$ cat src/rtl/txg_pkg.sv
// Shared constants for the transmit gain index calculator.
// Assumes: half-dB table steps, revision class held in a 2-bit field.
package txg_pkg;
    localparam int unsigned STEP_W       = 5;
    localparam int unsigned MIMO_STEPS   = 6;
    localparam int unsigned CCK_B_STEPS  = 9;
    localparam int unsigned BAND5_OFFSET = 9;
    localparam logic [1:0]  REV_CLASS_B  = 2'd1;
    localparam logic [1:0]  REV_CLASS_C  = 2'd2;

    typedef enum logic {
        BAND_24 = 1'b0,
        BAND_5  = 1'b1
    } band_e;
endpackage

$ cat src/rtl/txg_limit.sv
// Ceiling selection: picks the saturation ceiling (calibrated or default)
// and caps the requested power at the lower of both ceilings.
// Assumes: all power values are unsigned half-dBm.
module txg_limit #(
    parameter int unsigned PW         = 8,
    parameter int unsigned SAT_MIN    = 20,
    parameter int unsigned SAT_MAX    = 50,
    parameter int unsigned SAT_DEF_24 = 38,
    parameter int unsigned SAT_DEF_52 = 36
) (
    input  logic [PW-1:0] target,
    input  logic [PW-1:0] reg_limit,
    input  logic [PW-1:0] sat_cal,
    input  logic          band,
    output logic [PW-1:0] eff_pwr,
    output logic [PW-1:0] headroom,
    output logic          tgt_limited
);
    import txg_pkg::*;

    logic [PW-1:0] sat_used;
    logic [PW-1:0] ceil_low;
    logic          cal_ok;

    // Choose the saturation ceiling: calibrated if within window, else band default.
    always_comb begin
        cal_ok = (sat_cal >= PW'(SAT_MIN)) && (sat_cal <= PW'(SAT_MAX));
        if (cal_ok)
            sat_used = sat_cal;
        else if (band == BAND_5)
            sat_used = PW'(SAT_DEF_52);
        else
            sat_used = PW'(SAT_DEF_24);
    end

    // Cap the target at the lower ceiling and measure distance below saturation.
    always_comb begin
        ceil_low    = (reg_limit < sat_used) ? reg_limit : sat_used;
        tgt_limited = target > ceil_low;
        eff_pwr     = tgt_limited ? ceil_low : target;
        headroom    = sat_used - eff_pwr;
    end

    // Guard both ceilings.
    always_comb begin
        a_r2_under_reg: assert (eff_pwr <= reg_limit)
            else $error("R2: effective power above regulatory limit");
        a_r2_under_sat: assert (eff_pwr <= sat_used)
            else $error("R2: effective power above saturation ceiling");
    end
endmodule

$ cat src/rtl/txg_backoff.sv
// Fixed backoff steps: multi-antenna split, CCK revision-B backoff and
// the 5 GHz table offset, summed into one step count.
// Assumes: revision class sits in bits [3:2] of the revision word.
module txg_backoff #(
    parameter int unsigned REV_W = 8
) (
    input  logic                        band,
    input  logic                        cck,
    input  logic                        mimo,
    input  logic [REV_W-1:0]            hw_rev,
    output logic [txg_pkg::STEP_W-1:0]  steps
);
    import txg_pkg::*;

    logic rev_b;

    // Sum the step contributions that apply to this request.
    always_comb begin
        rev_b = (hw_rev[3:2] == REV_CLASS_B);
        steps = '0;
        if (mimo)
            steps = steps + STEP_W'(MIMO_STEPS);
        if (cck && rev_b)
            steps = steps + STEP_W'(CCK_B_STEPS);
        if (band == BAND_5)
            steps = steps + STEP_W'(BAND5_OFFSET);
    end

    // The step count never exceeds all contributions together.
    always_comb begin
        a_r5_step_total: assert (steps <= STEP_W'(MIMO_STEPS + CCK_B_STEPS + BAND5_OFFSET))
            else $error("R5: backoff step total out of range");
    end
endmodule

$ cat src/rtl/txg_index_calc.sv
// Transmit gain index calculator top: combines the ceiling stage and the
// backoff stage, saturates the index to the table end and registers the
// result one cycle after each request strobe.
// Assumes: synchronous active-low reset, one request per strobe cycle.
module txg_index_calc #(
    parameter int unsigned PW         = 8,
    parameter int unsigned IW         = 8,
    parameter int unsigned REV_W      = 8,
    parameter int unsigned IDX_MAX    = 200,
    parameter int unsigned SAT_MIN    = 20,
    parameter int unsigned SAT_MAX    = 50,
    parameter int unsigned SAT_DEF_24 = 38,
    parameter int unsigned SAT_DEF_52 = 36
) (
    input  logic             clk,
    input  logic             rst_n,
    input  logic             req_valid,
    input  logic [PW-1:0]    req_target,
    input  logic [PW-1:0]    req_reg_limit,
    input  logic [PW-1:0]    req_sat_cal,
    input  logic             req_band,
    input  logic             req_cck,
    input  logic             req_mimo,
    input  logic [IW-1:0]    req_cal_idx,
    input  logic [REV_W-1:0] req_hw_rev,
    output logic             res_valid,
    output logic [IW-1:0]    res_idx,
    output logic             res_clamped
);
    import txg_pkg::*;

    localparam int unsigned SUM_W = ((PW > IW) ? PW : IW) + 2;

    logic [PW-1:0]     eff_pwr;
    logic [PW-1:0]     headroom;
    logic              tgt_limited;
    logic [STEP_W-1:0] steps;
    logic [SUM_W-1:0]  raw_idx;
    logic              idx_over;
    logic [IW-1:0]     idx_next;

    txg_limit #(
        .PW(PW), .SAT_MIN(SAT_MIN), .SAT_MAX(SAT_MAX),
        .SAT_DEF_24(SAT_DEF_24), .SAT_DEF_52(SAT_DEF_52)
    ) limit_i (
        .target(req_target), .reg_limit(req_reg_limit), .sat_cal(req_sat_cal),
        .band(req_band), .eff_pwr(eff_pwr), .headroom(headroom),
        .tgt_limited(tgt_limited)
    );

    txg_backoff #(.REV_W(REV_W)) backoff_i (
        .band(req_band), .cck(req_cck), .mimo(req_mimo),
        .hw_rev(req_hw_rev), .steps(steps)
    );

    // Add reference row, headroom and backoff, then saturate at the table end.
    always_comb begin
        raw_idx  = SUM_W'(req_cal_idx) + SUM_W'(headroom) + SUM_W'(steps);
        idx_over = raw_idx > SUM_W'(IDX_MAX);
        idx_next = idx_over ? IW'(IDX_MAX) : raw_idx[IW-1:0];
    end

    // Register the result one cycle after the strobe.
    always_ff @(posedge clk) begin
        if (!rst_n) begin
            res_valid   <= 1'b0;
            res_idx     <= '0;
            res_clamped <= 1'b0;
        end else begin
            res_valid <= req_valid;
            if (req_valid) begin
                res_idx     <= idx_next;
                res_clamped <= tgt_limited || idx_over;
            end
        end
    end

    a_r1_result_follows: assert property (@(posedge clk) disable iff (!rst_n)
        req_valid |=> res_valid)
        else $error("R1: missing result after request");

    a_r1_no_spurious: assert property (@(posedge clk) disable iff (!rst_n)
        !req_valid |=> !res_valid)
        else $error("R1: result without request");

    a_r7_index_bound: assert property (@(posedge clk) disable iff (!rst_n)
        res_valid |-> (res_idx <= IW'(IDX_MAX)))
        else $error("R7: index beyond table end");
endmodule

$ cat config.mk
export PLATFORM = sky130hd
export DESIGN_NAME = txg_index_calc
export DESIGN_NICKNAME = d
export VERILOG_FILES = /design/src/rtl/txg_pkg.sv /design/src/rtl/txg_limit.sv /design/src/rtl/txg_backoff.sv /design/src/rtl/txg_index_calc.sv
export SDC_FILE = /design/constraint.sdc
export NUM_CORES = 1
export LEC_CHECK = 0
export ABC_AREA = 1
export CAP_MARGIN = 15
export CORE_UTILIZATION = 30
export DETAILED_ROUTE_END_ITERATION = 10
export SYNTH_ARGS = -nofsm -noshare
export SYNTH_HDL_FRONTEND = slang
export SYNTH_SLANG_ARGS = --single-unit
$ cat constraint.sdc
create_clock -name clk -period 15.4 [get_ports clk]
set_input_delay 3.08 -clock clk [delete_from_list [all_inputs] [get_ports clk]]
set_output_delay 3.08 -clock clk [all_outputs]
set_load 0.005 [all_outputs]
**Word level (Yosys, flattened, before mapping)**

Cells that the tools add are included.

- Muxes and demuxes: 8
- Order comparisons: 5
- Reductions and logical operators: 3
- $add $sub $neg: 5
- Eq/ne operators: 1

Operators by type and width:

| operator | count |
|---|---|
| $mux W8 | 4 |
| $add A9 B5 Y10 | 1 |
| $gt A10 B8 Y1 const B | 1 |
| $mux W5 | 2 |
| $add A8 B8 Y9 | 1 |
| $ge A8 B5 Y1 const B | 1 |
| $gt A8 B8 Y1 | 1 |
| $le A8 B6 Y1 const B | 1 |
| $lt A8 B8 Y1 | 1 |
| $sub A8 B8 Y8 | 1 |
| $add A3 B4 Y5 const B | 1 |
| $add A5 B4 Y5 const B | 1 |
| $mux W3 | 1 |
| $eq A2 B1 Y1 const B | 1 |
| $logic_and A1 B1 Y1 | 2 |
| $mux W2 | 1 |
| $logic_or A1 B1 Y1 | 1 |

- Word-level logic and storage cells: 25
- Register bits after elaboration: 10
- Input port bits: 46
- Output and inout bits: 10

**Depth between registers and ports, before layout**

- Depth in word-level cells: 12
- Gate-level depth with buffers: 48

**Hierarchy**

From an unflattened synthesis, not the netlist that was laid out.

- Cells, all modules: 349
- Area, all modules: 2,207.1 um^2

Modules (own cells, without submodules):

| module | cells an instance | area an instance (um^2) | instances |
|---|---|---|---|
| txg_limit | 182 | 1,071.0 | 1 |
| txg_index_calc | 146 | 1,013.5 | 1 |
| txg_backoff | 21 | 122.6 | 1 |

**Worst setup path before layout**

OpenSTA, ideal clock, no wires.

- Kind: in2reg
- From: input req_sat_cal[6]
- To: register res_idx[6]
- Arrival: 8.675 ns
- Stages on the path: 40
- Slack: 6.612 ns
- Required time: 15.287 ns
- Cell sequence: or2_1 a21oi_1 nand2_1 nor2_1 inv_1 ha_1 a21oi_1 nor2_1 a211oi_1 buf_4 nand3_1 and2_1 ha_1 nand2_1 o21ai_0 nand2_1 o211ai_1 and2_1 [4 not listed] fa_1 o21ai_0 xnor2_1 fa_1 inv_1 ha_1 a21oi_1 o21ai_2 nand2_1 nand2_1 nand2_1 nand3_1 nand2_1 nor2_1 nand2_2 nand2_1 o21ai_1 inv_1

- Word-level cells in the longest chain between the ends: 12
- Elaborated cells on any way between the ends: 13

RTL lines:

| what | RTL line | source |
|---|---|---|
| start: declaration | txg_index_calc.sv:20 | `input logic [PW-1:0] req_sat_cal,` |
| $ge A8 B5 Y1 / $le A8 B6 Y1 (equally long branches) | txg_limit.sv:27 | `cal_ok = (sat_cal >= PW'(SAT_MIN)) && (sat_cal <= PW'(SAT_MAX));` |
| $logic_and A1 B1 Y1 | txg_limit.sv:27 |  |
| $mux W8 (*) | txg_limit.sv:28 | `if (cal_ok)` |
| $lt A8 B8 Y1 | txg_limit.sv:38 | `ceil_low = (reg_limit < sat_used) ? reg_limit : sat_used;` |
| $mux W8 | txg_limit.sv:38 |  |
| $gt A8 B8 Y1 | txg_limit.sv:39 | `tgt_limited = target > ceil_low;` |
| $mux W8 | txg_limit.sv:40 | `eff_pwr = tgt_limited ? ceil_low : target;` |
| $sub A8 B8 Y8 (*) | txg_limit.sv:41 | `headroom = sat_used - eff_pwr;` |
| $add A8 B8 Y9 (*) | txg_index_calc.sv:58 | `raw_idx = SUM_W'(req_cal_idx) + SUM_W'(headroom) + SUM_W'(steps);` |
| $add A9 B5 Y10 (*) | txg_index_calc.sv:58 |  |
| $gt A10 B8 Y1 | txg_index_calc.sv:59 | `idx_over = raw_idx > SUM_W'(IDX_MAX);` |
| $mux W8 (*) | txg_index_calc.sv:60 | `idx_next = idx_over ? IW'(IDX_MAX) : raw_idx[IW-1:0];` |
| end signal: assignment | txg_index_calc.sv:72 | `res_idx <= idx_next;` |
| end: declaration | txg_index_calc.sv:27 | `output logic [IW-1:0] res_idx,` |

Every way passes the cells marked *; elsewhere a longest branch is shown, timed or not.
A chain may end at the register's enable or synchronous reset.

**Final worst setup path**

- From: input req_sat_cal[6]
- To: register res_idx[3]

The elaborated chain is that of the path after synthesis.

==> results by group <==
Run status
  – Status: completed

Clock network
  – Post-CTS Setup Inserts: 0
  – CTS tree: done
  – Bufs on Longest Clock Path: 2
  – Clock Tree Root: clkbuf_8
  – Cts repair resizes: 0
  – Clk_lat worst skew: 0.23 ns
  – Sink Count: 10
  – H-tree levels: 1
  – Clock-pin slew on the worst setup and hold paths: 0.04 ns
  – Hold buffers post-CTS: 0
  – TritonCTS Buffers: 3

Route
  – Detail Route Antenna Nets: 0
  – Drt drc: 0
  – DRT iter0 DRCs: 96
  – WL final: 4190 µm
  – Via density: 4.70
  – 1st-pass router iterations: 4
  – Via count: 2,029
  – DR WL/cell: 9.70 µm

Global routing
  – Initial antenna violation count: 0
  – Vias in the first global route: 1,886
  – GR Util All Layers: 0.129
  – Pin count of the biggest net entering global routing: 20
  – Global-route wire length before repair: 7600 µm
  – GR Overflow Total: 0

Synth
  – Post-synthesis async set-or-reset flop share: 0
  – Instance count of the mapped netlist: 306
  – Yosys cell types: 33
  – Area of the mapped netlist: 1990 µm²
  – Synthesized flop and latch total: 10
  – Ys flop type: dfxtp_1
  – Post-synth EDFFs: 0
  – Sequential share of the synthesized area: 0.100
  – Ys Warns: 0
  – Synthesized area per cell: 6.51 µm²

Worst setup path
  – Critical Path Max Stage Delay: 0.51 ns
  – Setup crit end kind: flip-flop
  – Worst Path Required: 15.58 ns
  – Worst path most repeated cell: nand2_1
  – Flop2flop setup slack: 14.73 ns
  – Reg2reg path depth: 4
  – Critical path class: input pin to flip-flop
  – Crit-path max FO: 19
  – CP max stage cell: and2_1
  – Setup crit start kind: input pin
  – WP data arrival: 10.04 ns

Worst hold path
  – Hold Path Class: flip-flop to flip-flop
  – Worst hold path stage count: 2

Die
  – Die outline area: 6970 µm²
  – Site Rows: 29
  – Initial Util: 0.312
  – Io pins: 56
  – Die Height: 83.5 µm
  – Die W: 83.5 µm
  – Core ar.: 6390 µm²

Cells and area
  – Fin area: 2600 µm²
  – Fin cells: 432
  – Most common cell after layout, fill and taps aside: nand2_1
  – Filler cells: 692
  – Ratio of cells with drive above 1 in the final layout: 0.0282
  – Ant diodes: 0
  – Area grow syn2layout: 30.3%
  – Final Core Density: 0.407
  – Commonest non-fill, non-tap cells in the layout: 72 x nand2_1, 49 x inv_1, 49 x clkdlybuf4s50_1
  – Final #Nets: 446

Power
  – Internal Power: 0.167 mW
  – Pwr/cell area: 127 nW/µm²
  – Sw Pwr: 0.164 mW
  – Worst VDD drop: 85.5 µV
  – Clock Power Share: 0.081
  – Flop pwr share: 0.114
  – Total power: 0.331 mW
  – Combinational power share: 0.805
  – Switching part of the total power: 0.496
  – Leak: 1.29 nW

Timing
  – Final WS setup: 5.54 ns
  – Final hold violation count: 0
  – Worst slew margin: 0.619
  – RSZ-0062 raised after global routing: false
  – Period utilization: 0.640
  – Slew Viols, Final: 0
  – Slew @ Worst Pin: 0.566 ns
  – Fmax: 101 MHz
  – # setup viols final: 0
  – Hold Slack: 0.463 ns
  – TNS Setup: 0 ns
  – Clock Skews: 0 ns
  – Min cycle time layout: 9.86 ns

Job
  – Max-cap violations: 0

Place
  – Port buffer count: 49
  – Dpl cells: 429
  – Dpl cell area: 2550 µm²
  – Post-detail-place hpwl: 3730 µm
  – Place WS: 5.28 ns
  – GPL Wtd Cong: 0.793
## power by group through the flow
stage                     Combinational [mW]  Clock [mW]  Sequential (mW)
final                                  0.266      0.0268           0.0376
after global routing                   0.311      0.0299           0.0392
after CTS                              0.270      0.0278           0.0378
after detailed placement               0.269           0           0.0382
after global placement                 0.266           0           0.0381
after floorplan                        0.205           0           0.0389
## worst max-delay path: cells and delay by family
kind                     cells  cell delay [ns]
XOR/XNOR                     1             0.13
buffers and inverters        5             0.61
AND/OR/NAND/NOR             22             2.88
adder cells (fa/ha/maj)      6             2.10
AO/OA/AOI/OAI                8             1.26
## area by class of cell
class,count,area (µm²),share of cell area
Multi-Input combinational cell,242,1570,0.606
Sequential cell,10,200,0.0771
Clock buffer,3,41.3,0.0159
Tap cell,77,96.3,0.0371
Timing Repair Buffer,50,498,0.192
Inverter,50,188,0.0723
## synth_stat cells, drive strengths merged (2+ instances only)
cell | instances | area, µm²
o21ai | 17 | 88.8
fa | 7 | 140
nand2 | 74 | 283
and2 | 6 | 37.5
nor2 | 21 | 86.3
nand3 | 27 | 148
xor2 | 4 | 35.0
dfxtp | 10 | 200
a21o | 3 | 22.5
or2 | 2 | 12.5
a31oi | 2 | 12.5
nor3 | 2 | 10.0
buf | 5 | 36.3
nand4 | 5 | 31.3
inv | 49 | 184
ha | 36 | 450
xnor2 | 6 | 52.6
a21oi | 20 | 100
conb | 2 | 7.51
o211ai | 3 | 22.5
## registers in the layout, indices dropped and copies added (netlist names)
register,count
res_idx,8
res_clamped,1
res_valid,1
## cell families after synthesis
family | Yosys count | synth area share
AO/OA/AOI/OAI | 47 | 0.131
AND/OR/NAND/NOR | 139 | 0.312
other | 2 | 0.00377
adder cells (fa/ha/maj) | 43 | 0.296
flip-flops | 10 | 0.100
XOR/XNOR | 10 | 0.0439
buffers and inverters | 55 | 0.112
## final timing paths
kind | from | endpoint
hold / removal | res_idx[2]$_SDFFE_PN0P_ | res_idx[2]$_SDFFE_PN0P_
setup / recovery | req_sat_cal[6] | res_idx[3]$_SDFFE_PN0P_
setup reg to reg | res_clamped$_SDFFE_PN0P_ | res_clamped$_SDFFE_PN0P_
hold reg to reg | res_idx[2]$_SDFFE_PN0P_ | res_idx[2]$_SDFFE_PN0P_
## metal layers
layer,track usage,wire [µm],up-vias
met5,0,0,-
met4,0.0508,102,0
met3,0.0109,177,9
met2,0.236,1960,45
met1,0.157,1950,881
li1,-,-,1094
Power figures use the tool's default switching activity.
